==> config.mk <==
export PLATFORM = sky130hd
export DESIGN_NAME = uart_irq_prio
export DESIGN_NICKNAME = d
export VERILOG_FILES = /design/src/rtl/uart_irq_pkg.sv /design/src/rtl/irq_latch.sv /design/src/rtl/irq_chan.sv /design/src/rtl/uart_irq_prio.sv
export SDC_FILE = /design/constraint.sdc
export NUM_CORES = 1
export LEC_CHECK = 0
export ABC_CLOCK_PERIOD_IN_PS = 1400
export BUFFER_PORTS_ARGS = -buffer_cell sky130_fd_sc_hd__buf_2
export CAP_MARGIN = 25
export CORE_UTILIZATION = 42
export CTS_BUF_LIST = sky130_fd_sc_hd__clkbuf_8
export CTS_CLUSTER_SIZE = 25
export DETAILED_ROUTE_END_ITERATION = 16
export PLACE_DENSITY = 0.86
export SLEW_MARGIN = 5
export SYNTH_ARGS = -nofsm -noshare
export SYNTH_HDL_FRONTEND = slang
export SYNTH_SLANG_ARGS = --single-unit
==> constraint.sdc <==
create_clock -name clk -period 1.4 [get_ports clk]
set_input_delay 0.14 -clock clk [delete_from_list [all_inputs] [get_ports clk]]
set_output_delay 0.14 -clock clk [all_outputs]
set_load 0.02 [all_outputs]
==> src/rtl/uart_irq_pkg.sv <==
package uart_irq_pkg;

  typedef enum logic [2:0] {
    CODE_NONE = 3'd0,
    CODE_RX   = 3'd1,
    CODE_TMO  = 3'd2,
    CODE_TX   = 3'd3,
    CODE_MDM  = 3'd4,
    CODE_RSV  = 3'd5,
    CODE_IO   = 3'd6,
    CODE_TMR  = 3'd7
  } irq_code_e;

  // smallest set index wins; request bit k stands for code k
  function automatic logic [2:0] pick_code(input logic [7:1] req);
    logic [2:0] r;
    r = 3'd0;
    for (int k = 7; k >= 1; k--) begin
      if (req[k]) r = 3'(k);
    end
    return r;
  endfunction

endpackage

==> src/rtl/irq_latch.sv <==
module irq_latch (
  input  logic clk,
  input  logic rst_n,
  input  logic set,
  input  logic clr,
  output logic q
);

  always_ff @(posedge clk) begin
    if (!rst_n) q <= 1'b0;
    else        q <= set | (q & ~clr);
  end

  a_r8_set_wins: assert property (@(posedge clk) disable iff (!rst_n)
    set |=> q);
  a_r7_hold: assert property (@(posedge clk) disable iff (!rst_n)
    (!set && !clr) |=> $stable(q));
  a_r8_clear: assert property (@(posedge clk) disable iff (!rst_n)
    (clr && !set) |=> !q);

endmodule

==> src/rtl/irq_chan.sv <==
module irq_chan
  import uart_irq_pkg::*;
#(
  parameter bit HAS_IO = 1'b1,
  parameter int ERR_W  = 4
) (
  input  logic             clk,
  input  logic             rst_n,
  input  logic             rx_lvl_hit,
  input  logic             rx_empty,
  input  logic [ERR_W-1:0] line_err,
  input  logic             rx_tmo,
  input  logic             tx_empty,
  input  logic             modem_delta,
  input  logic             flow_chr,
  input  logic             spec_chr,
  input  logic             rx_char,
  input  logic             lsr_rd,
  input  logic             isr_rd,
  input  logic             msr_rd,
  input  logic             io_chg,
  input  logic             tick_exp,
  input  logic             io_lvl_rd,
  input  logic             tmr_ctl_rd,
  output logic [2:0]       code,
  output logic             pend
);

  logic ls_q, tmo_q, tx_q, md_q, fc_q, sc_q, io_q, tm_q;
  logic line_any;
  logic [7:1] req;

  assign line_any = |line_err;

  irq_latch u_ls  (.clk(clk), .rst_n(rst_n), .set(line_any),    .clr(lsr_rd),            .q(ls_q));
  irq_latch u_tmo (.clk(clk), .rst_n(rst_n), .set(rx_tmo),      .clr(rx_empty),          .q(tmo_q));
  irq_latch u_tx  (.clk(clk), .rst_n(rst_n), .set(tx_empty),    .clr(isr_rd),            .q(tx_q));
  irq_latch u_md  (.clk(clk), .rst_n(rst_n), .set(modem_delta), .clr(msr_rd),            .q(md_q));
  irq_latch u_fc  (.clk(clk), .rst_n(rst_n), .set(flow_chr),    .clr(isr_rd),            .q(fc_q));
  irq_latch u_sc  (.clk(clk), .rst_n(rst_n), .set(spec_chr),    .clr(isr_rd | rx_char),  .q(sc_q));
  irq_latch u_io  (.clk(clk), .rst_n(rst_n), .set(io_chg & HAS_IO),   .clr(io_lvl_rd),   .q(io_q));
  irq_latch u_tm  (.clk(clk), .rst_n(rst_n), .set(tick_exp & HAS_IO), .clr(tmr_ctl_rd),  .q(tm_q));

  always_comb begin
    req          = '0;
    req[CODE_RX]  = rx_lvl_hit | ls_q;
    req[CODE_TMO] = tmo_q;
    req[CODE_TX]  = tx_q;
    req[CODE_MDM] = md_q | fc_q | sc_q;
    req[CODE_IO]  = io_q;
    req[CODE_TMR] = tm_q;
  end

  assign code = pick_code(req);
  assign pend = (code != CODE_NONE);

  a_r6_no_rsv: assert property (@(posedge clk) disable iff (!rst_n)
    code != CODE_RSV);
  a_r2_rx_first: assert property (@(posedge clk) disable iff (!rst_n)
    (rx_lvl_hit || ls_q) |-> code == CODE_RX);
  a_r3_tmo_seen: assert property (@(posedge clk) disable iff (!rst_n)
    (tmo_q && !rx_lvl_hit && !ls_q) |-> code == CODE_TMO);

  generate
    if (!HAS_IO) begin : g_no_io
      a_r6_io_only: assert property (@(posedge clk) disable iff (!rst_n)
        code != CODE_IO && code != CODE_TMR);
    end
  endgenerate

endmodule

==> src/rtl/uart_irq_prio.sv <==
module uart_irq_prio #(
  parameter int NUM_CH = 2,
  parameter int ERR_W  = 4,
  parameter int STAT_W = 8
) (
  input  logic                    clk,
  input  logic                    rst_n,
  input  logic [NUM_CH-1:0]       rx_lvl_hit,
  input  logic [NUM_CH-1:0]       rx_empty,
  input  logic [NUM_CH*ERR_W-1:0] line_err,
  input  logic [NUM_CH-1:0]       rx_tmo,
  input  logic [NUM_CH-1:0]       tx_empty,
  input  logic [NUM_CH-1:0]       modem_delta,
  input  logic [NUM_CH-1:0]       flow_chr,
  input  logic [NUM_CH-1:0]       spec_chr,
  input  logic [NUM_CH-1:0]       rx_char,
  input  logic [NUM_CH-1:0]       lsr_rd,
  input  logic [NUM_CH-1:0]       isr_rd,
  input  logic [NUM_CH-1:0]       msr_rd,
  input  logic                    io_chg,
  input  logic                    tick_exp,
  input  logic                    io_lvl_rd,
  input  logic                    tmr_ctl_rd,
  output logic [NUM_CH*3-1:0]     src_code,
  output logic [NUM_CH-1:0]       chan_pend,
  output logic [STAT_W-1:0]       glob_stat,
  output logic                    irq
);

  genvar c;
  generate
    for (c = 0; c < NUM_CH; c++) begin : g_ch
      localparam bit IO_HERE = (c == 0);
      irq_chan #(.HAS_IO(IO_HERE), .ERR_W(ERR_W)) u_chan (
        .clk        (clk),
        .rst_n      (rst_n),
        .rx_lvl_hit (rx_lvl_hit[c]),
        .rx_empty   (rx_empty[c]),
        .line_err   (line_err[c*ERR_W +: ERR_W]),
        .rx_tmo     (rx_tmo[c]),
        .tx_empty   (tx_empty[c]),
        .modem_delta(modem_delta[c]),
        .flow_chr   (flow_chr[c]),
        .spec_chr   (spec_chr[c]),
        .rx_char    (rx_char[c]),
        .lsr_rd     (lsr_rd[c]),
        .isr_rd     (isr_rd[c]),
        .msr_rd     (msr_rd[c]),
        .io_chg     (io_chg),
        .tick_exp   (tick_exp),
        .io_lvl_rd  (io_lvl_rd),
        .tmr_ctl_rd (tmr_ctl_rd),
        .code       (src_code[c*3 +: 3]),
        .pend       (chan_pend[c])
      );
    end
  endgenerate

  always_comb begin
    glob_stat = '0;
    glob_stat[NUM_CH-1:0] = chan_pend;
  end

  assign irq = |chan_pend;

  a_r9_irq_or: assert property (@(posedge clk) disable iff (!rst_n)
    irq == (glob_stat != '0));
  a_r1_idle_zero: assert property (@(posedge clk) disable iff (!rst_n)
    (chan_pend == '0) |-> (src_code == '0));

endmodule

[After elaboration in Yosys (flattened, before gate mapping)]
Cells that the tools add are included.
Storage, ports and cells
  output and inout port bits: 17
  logic and storage cells: 83
  flip-flop bits (word level): 16
Cells by class
  reduce and logical (&&, ||, !) cells: 5
  bitwise operators: 50
  muxes and demuxes: 12
Operator list (count)
  3-bit two-way mux: 12
  1-bit bitwise OR: 22
  1-bit AND: 16
  1-bit inverter: 12
  4-bit OR reduction: 2
  3-bit nonzero test: 2
  2-bit OR reduction: 1

[Depth between registers and ports, before layout]
Gate-level depths: netlist (run 1).
  depth after elaboration: 8
  mapped depth: 4
  mapped depth without buffers: 3

[Hierarchy]
A second synthesis (run 1) with hierarchy kept.
Unflattened totals
  cell total of the unflattened synthesis: 87
  area total of the unflattened synthesis: 892.1 sq um
By module, submodules not included
  irq_latch: seq. area each 20.0 sq um, cells an instance 3, instances 16, area an instance 41.3 sq um
  irq_chan (g_ch[1].u_chan): seq. area each 0.0 sq um, cells an instance 15, instances 1, area an instance 82.6 sq um
  irq_chan (g_ch[0].u_chan): seq. area each 0.0 sq um, cells an instance 14, instances 1, area an instance 78.8 sq um
  uart_irq_prio: seq. area each 0.0 sq um, cells an instance 10, instances 1, area an instance 70.1 sq um

[Worst setup path before layout (run 1)]
No wires, ideal clock.
  path type: register -> output
  start: register g_ch[0].u_chan.u_tmo.q
  end: output port src_code[2]
  slack: 0.253 ns
  cell stages (with the launch flop): 3
  required time: 1.260 ns
  arrival time: 1.007 ns
  path through: dfxtp_1 > nor4_2 > nor2b_1
Between the ends
  longest elaborated chain between the ends: 2
RTL lines
  from (decl): line irq_latch.sv:6  | output logic q
  from (signal assigned): line irq_latch.sv:11  | else q <= set | (q & ~clr);
  3-bit two-way mux (2 in a row): line uart_irq_pkg.sv:19  | if (req[k]) r = 3'(k);
  to (decl): line uart_irq_prio.sv:24  | output logic [NUM_CH*3-1:0] src_code,
No other way between the ends.

[Final worst setup path (run 1)]
  start: register g_ch[0].u_chan.u_fc.q
  end: output port irq
Between the ends
  longest elaborated chain between the ends: 8
RTL lines
  from (decl): line irq_latch.sv:6
  from (signal assigned): line irq_latch.sv:11
  1-bit bitwise OR (2 in a row): line irq_chan.sv:49  | req[CODE_MDM] = md_q | fc_q | sc_q;
  3-bit two-way mux (4 in a row): line uart_irq_pkg.sv:19
  3-bit nonzero test: line irq_chan.sv:55  | assign pend = (code != CODE_NONE);
  2-bit OR reduction: line uart_irq_prio.sv:64  | assign irq = |chan_pend;
  to (decl): line uart_irq_prio.sv:27  | output logic irq
No other way between the ends.

==> run_results.csv, run 1 <==
group,metric,value,unit
run_status,status,"finished with violations",
run_status,violations,"setup timing",
die,placementRows,15,
sta,hold_viol,0,
cts,clockBufferDepth,2,
cells_and_area,fin_util,65.1,%
sta,post-route-min-period,1470,ps
cells_and_area,n_antenna_cell,0,
routing,wirelength,1660,um
cells_and_area,final_net_count,172,
die,die_width,45.4,um
setup_path,crit_path_start_kind,"register",
routing,vias_per_cell,4.73,
global_route,grt_usage,18.2,%
global_route,grt_first_pass_wirelength,2700,um
cells_and_area,multi_input_area,447,sq um
cells_and_area,fin_area,1140,sq um
cts,clkTransAtPathRegs,60,ps
sta,drv_slew,0,
die,die_h,45.4,um
global_route,grt_overflow_total,0,
global_route,grt_pass1_vias,660,
place,dp_hpwl,1280,um
cts,cts_sinks,16,
setup_path,endpoint_kind,"output port",
routing,vias,752,
cts,numCtsBuffers,3,
pwr,max-vdd-ir-drop,0.667,mV
yosys,ys_seq_elements,16,
place,gp_congestion,0.686,
yosys,yosysWarnings,0,
place,io_buffers,46,
min_path,hold_class,"primary input to register",
cells_and_area,final_cell_mix,"buf_2, nor2b_1, dfxtp_1",
yosys,netlist_instances,89,
cts,cts_tree,"built",
yosys,synthDistinctLibCells,21,
sta,worst_slack,-71.2,ps
routing,drc,0,
sta,skew,0,ps
yosys,ys_seq_area_share,40.5,%
yosys,syn_area_per_cell,8.88,sq um
setup_path,worstPathRequired,1260,ps
cells_and_area,final_common_cell,"buf_2",
cells_and_area,fillers,156,
routing,postRouteAntennaNets,0,
cts,worst_skew_pair.late_latency,250,ps
setup_path,worstPathArrival,1330,ps
place,postPlaceCellArea,991,sq um
global_route,antenna_found_initial,0,
yosys,synthesis.area,791,sq um
sta,setup_viol,6,
cells_and_area,area_delta_synth_final,43.7,%
pwr,p_leak,0.000504,uW
pwr,power-per-cell-area,934,nW/um^2
cells_and_area,ff_latch_area,324,sq um
die,num_io_pins,53,
setup_path,cp_max_fo,3,
sta,timing.fmax,680,MHz
routing,firstDrtPassIters,2,
sta,setup_tns,-185,ps
die,core,1750,sq um
sta,rsz0062_at_grt,"true",
routing,wl_per_cell,10.4,um
die,initial_core_util,45.3,%
sta,period_share,105,%
cells_and_area,layout-drive-gt1-share,45.5,%
run,cap_viol_max_count,0,
cts,cts_root_buffer,"clkbuf_8",
setup_path,criticalPathCategory,"register to output port",
routing,drt_iter0_drc,11,
die,die_area,2060,sq um
cts,htreeDepth,1,
global_route,grt_max_degree,17,
==> worst max-delay path: stages (launching register included) <==
cell and delay [ps]:
dfxtp_2 330, nor3_4 200, nor3b_4 250, nand4_1 140, buf_6 160
==> kinds of logic after synthesis <==
| family | Yosys count | share of synthesized area, % |
|---|---|---|
| buffers and inverters | 13 | 11.1 |
| AO/OA/AOI/OAI | 22 | 18.7 |
| other | 1 | 0.474 |
| flip-flops | 16 | 40.5 |
| AND/OR/NAND/NOR | 37 | 29.3 |
==> cell usage after synthesis (all sizes together) <==
library cell	instances	area share (%)
nor4	4	4.7
a31oi	2	1.6
nand4	1	0.79
inv	2	0.95
o21ai	4	2.5
o21a	10	9.5
buf	11	10
nand2b	2	1.6
nor3b	2	3.2
a21oi	2	1.3
a21boi	4	3.8
dfxtp	16	41
nor2b	13	10
nor2	9	4.3
nor3	2	2.5
conb	1	0.47
nand2	4	1.9
==> area by class of cell <==
cell class                      count  share of cell area (%)
Clock buffer                        3                    3.63
Tap cell                           25                    2.75
Sequential cell                    16                    28.5
Multi-Input combinational cell     65                    39.3
Inverter                            2                   0.661
Timing Repair Buffer               48                    25.1
==> timing repair <==
item,in CTS,in global routing
cloned,0,0
hold buffers,0,0
resized for setup,16,8
setup buffers,1,1
pin swaps,4,4
endpoints found under the setup margin,7,11
==> worst paths after layout <==
path / endpoint / start / cells past startpoint / slack [ps]
worst min-delay path: g_ch[1].u_chan.u_io.q / io_lvl_rd / 2 / 60
worst min register to register: g_ch[1].u_chan.u_tm.q / g_ch[1].u_chan.u_tm.q / 2 / 510
worst max-delay path: irq / g_ch[0].u_chan.u_fc.q / 4 / -70
worst max register to register: g_ch[0].u_chan.u_tm.q / g_ch[0].u_chan.u_tm.q / 2 / 610
==> sequential cells by signal, summed over array words and instances (netlist names) <==
name	flops
g_ch.u_chan.u_sc.q	2
g_ch.u_chan.u_ls.q	2
g_ch.u_chan.u_tmo.q	2
g_ch.u_chan.u_md.q	2
g_ch.u_chan.u_fc.q	2
g_ch.u_chan.u_tm.q	2
g_ch.u_chan.u_io.q	2
g_ch.u_chan.u_tx.q	2
==> where the power goes <==
part           internal, uW  switching [uW]
clock network           191             153
registers               483            32.6
logic                   111            90.9
==> metrics by stage <==
stage | setup WS, ps | hold WS [ps] | total power, uW | cells
global placement | 218 | 323 | 682 | 154
floorplan | 253 | 212 | 627 | 94
CTS | -54.2 | 56.9 | 1060 | 158
global route | -143 | 70.0 | 1110 | 159
finish | -71.2 | 64.1 | 1060 | 159
detailed placement | 181 | 327 | 687 | 154
==> routing by layer <==
metal	up-vias	wire length (um)	track usage, %
met4	0	24	9.09
met2	35	772	29.1
li1	377	-	-
met1	337	736	22.8
met5	-	0	0
met3	3	126	4.37
Power figures use the tool's default switching activity.
==> inputs of run 2 (changes only) <==
- ABC_AREA: unset -> 1
- CELL_PAD_IN_SITES_DETAIL_PLACEMENT: unset -> 1
- CELL_PAD_IN_SITES_GLOBAL_PLACEMENT: unset -> 1
- CORE_UTILIZATION: 42 -> 28
- PLACE_DENSITY: 0.86 -> 0.85
==> run 2 against run 1 <==
- the run ends with DRC, setup timing left
- first-iteration DRC count grew to 3.1 times the previous value
- core utilization decreased by 22 points
- flip-flop and latch count is the same
- sequential share of layout area down 1.2 points
- final cell count up 31%
- via count up 24%
- routed wire length rose by 45%
- count of clock-buffer cells in the layout increased by 1
- clock power increased by 22%
- global-route usage down 3.2 points
- largest cell class unchanged
- highest routed layer unchanged
==> run_results.csv, run 2 <==
group,metric,value,unit
yosys,syn_area_per_cell,6.57,sq um
routing,dr_wl_met2,1410,um
run_status,status,"finished with violations",
global_route,grt_max_degree,15,
cts,cts_tree,"built",
min_path,worst_hold_path.endpoint,"g_ch[1].u_chan.u_io.q",
cells_and_area,final_net_count,214,
pwr,p_clk_share,35.9,%
sta,rsz0062_at_grt,"true",
yosys,synth-xor-area-share,0,%
global_route,grt_pass1_vias,982,
cts,numCtsBuffers,3,
cells_and_area,fillers,403,
setup_path,endpoint_kind,"output port",
pwr,power_frac_seq,43.3,%
routing,vias,930,
yosys,synth_mux_area_share,0,%
setup_path,cp_max_fo,4,
setup_path,worstPathRequired,1260,ps
global_route,grt_overflow_total,0,
cells_and_area,n_antenna_cell,0,
yosys,synthTopCellsByCount,"nor2_1, inv_1, dfxtp_1",
setup_path,rr_worst_depth,3,
sta,hold_viol,0,
min_path,hp-start,"io_lvl_rd",
setup_path,worst_path_max_delay_cell,"dfxtp_2",
pwr,p_int,834,uW
cts,hold_buffers,0,
yosys,ys_seq_area_share,37.5,%
yosys,async_reset_ff_share,0,%
routing,firstDrtPassIters,12,
min_path,hold_class,"primary input to register",
yosys,synth_compound_area_share,4.69,%
sta,setup_viol,5,
setup_path,max_stage_delay,330,ps
global_route,antenna_found_initial,0,
routing,drt_iter0_drc,34,
pwr,power,1160,uW
place,dp_slack,164,ps
yosys,synth_top_cell_by_area,"dfxtp_1",
cells_and_area,fin_area,1210,sq um
setup_path,criticalPathCategory,"register to output port",
cts,htreeDepth,1,
run_status,violations,"DRC, setup timing",
routing,vias_per_cell,4.47,
global_route,grt_first_pass_wirelength,3770,um
pwr,sw_frac_of_total,28.1,%
sta,timing.fmax,700,MHz
die,die_h,57.2,um
cells_and_area,final_common_cell,"buf_2",
yosys,netlist_instances,130,
yosys,synth.most_common_cell,"nor2_1",
routing,wl_per_cell,11.6,um
cts,clockBufferDepth,2,
yosys,synth_edf_count,0,
sta,setup_tns,-61.5,ps
global_route,grt_usage,15.1,%
die,num_io_pins,53,
cells_and_area,layout-drive-gt1-share,49.7,%
routing,met1_length,836,um
yosys,yosysWarnings,0,
cells_and_area,area_delta_synth_final,41.3,%
routing,drc,6,
setup_path,startpoint,"g_ch[1].u_chan.u_tm.q",
setup_path,crit_path_start_kind,"register",
setup_path,crit_chain,"inv_2, nor2_2, nand3_1, nand2_1, nand2_2, nand2_2, nor2_4, nand2_1, buf_6",
sta,drv_slew,0,
routing,wirelength,2410,um
pwr,p_leak,0.000654,uW
die,placementRows,19,
pwr,power-per-cell-area,962,nW/um^2
yosys,ys_seq_elements,16,
setup_path,ff2ff_setup_slack,570,ps
yosys,synthSimpleGateAreaFrac,36.2,%
routing,wl_met3,153,um
routing,postRouteAntennaNets,0,
cts,worst_skew_pair.late_latency,250,ps
pwr,comb_power_share,20.8,%
yosys,synth_fa_ha_area_share,0,%
die,initial_core_util,30.2,%
min_path,whs_path_depth,2,
die,die_area,3280,sq um
yosys,synth_ff_type,"dfxtp_1",
routing,highest_layer,"met4",
yosys,synth_area_leaders,"dfxtp_1, nor2_1, inv_1",
place,gp_congestion,0.737,
pwr,switching_power,327,uW
pwr,max-vdd-ir-drop,0.451,mV
yosys,synthDistinctLibCells,19,
setup_path,r2r-start,"g_ch[1].u_chan.u_io.q",
cells_and_area,final_cell_mix,"buf_2, nor2_1, inv_1",
place,postPlaceCellArea,1060,sq um
place,dp_hpwl,1830,um
sta,post-route-min-period,1430,ps
cts,cts_sinks,16,
setup_path,path_delay_family,"simple AND/OR/NAND/NOR gates",
run,cap_viol_max_count,0,
die,die_width,57.2,um
setup_path,path_depth,9,
yosys,netlist.area_leader.share,37.5,%
yosys,synthesis.area,855,sq um
die,core,2830,sq um
sta,skew,0,ps
cts,cts_root_buffer,"clkbuf_8",
cts,clkTransAtPathRegs,70,ps
setup_path,worstPathArrival,1290,ps
place,io_buffers,46,
sta,worst_slack,-29.2,ps
yosys,synth_top_family_by_area,"simple AND/OR/NAND/NOR gates",
sta,period_share,102,%
setup_path,critPathBufInv,2,
setup_path,rr_endpoint,"g_ch[1].u_chan.u_io.q",
==> run 2: cell types whose count changed after synthesis, sizes merged, moves of 3 or more <==
cell	previous run	this run
nand2	4	17
a21oi	2	6
nand3	0	4
nor2	9	38
nor2b	13	0
clkinv	0	3
a21boi	4	0
o21a	10	0
inv	2	24
==> run 2: final cells by class <==
class	count	area, sq um	area share, %
repair buffers	49	280	23.2
multi-input cells	81	402	33.3
flip-flops and latches	16	330	27.4
well taps	31	38.8	3.21
clock buffers	4	55.1	4.56
inverters	27	101	8.39
==> run 2: how the worst max path moves through the flow <==
stage	endpoint	slack, ps
2_1_floorplan	chan_pend[0]	180
3_3_place_gp	irq	200
3_5_place_dp	chan_pend[1]	160
4_1_cts	chan_pend[0]	-40
5_1_grt	chan_pend[0]	-150
6_report	irq	-30
==> run 2: power groups by stage <==
stage               logic (uW)  clock network, uW  registers [uW]
CTS                        235                428             501
floorplan                  153                  0             505
global placement           207                  0             507
global route               270                446             507
detailed placement         217                  0             509
finish                     241                417             503
==> run 2: per-layer routing <==
metal	track usage, %	vias to the layer above
met3	3.17	2
met1	13.6	427
li1	-	462
met5	0	-
met2	32.4	39
met4	4.18	0
==> run 2: timing repair <==
action	4_1_cts	5_1_grt
setup buffers	1	2
resized for setup	21	16
pin swaps	6	7
setup endpoints to repair	5	10
==> run 2: metrics by stage <==
stage	std cells	hold WS (ps)	utilization, %
2_1_floorplan	135	219	-
3_3_place_gp	201	337	37.5
3_5_place_dp	201	338	37.5
4_1_cts	206	69.3	41.2
5_1_grt	208	74.7	42.7
6_report	208	68.8	42.7
==> run 2: logic make-up (layout without fill, tap and decap cells) <==
group,after synthesis,after routing
AOI/OAI and AO/OA,8,8
DFF,16,16
other,1,6
buffers and inverters,38,80
and+or+nand+nor,67,67
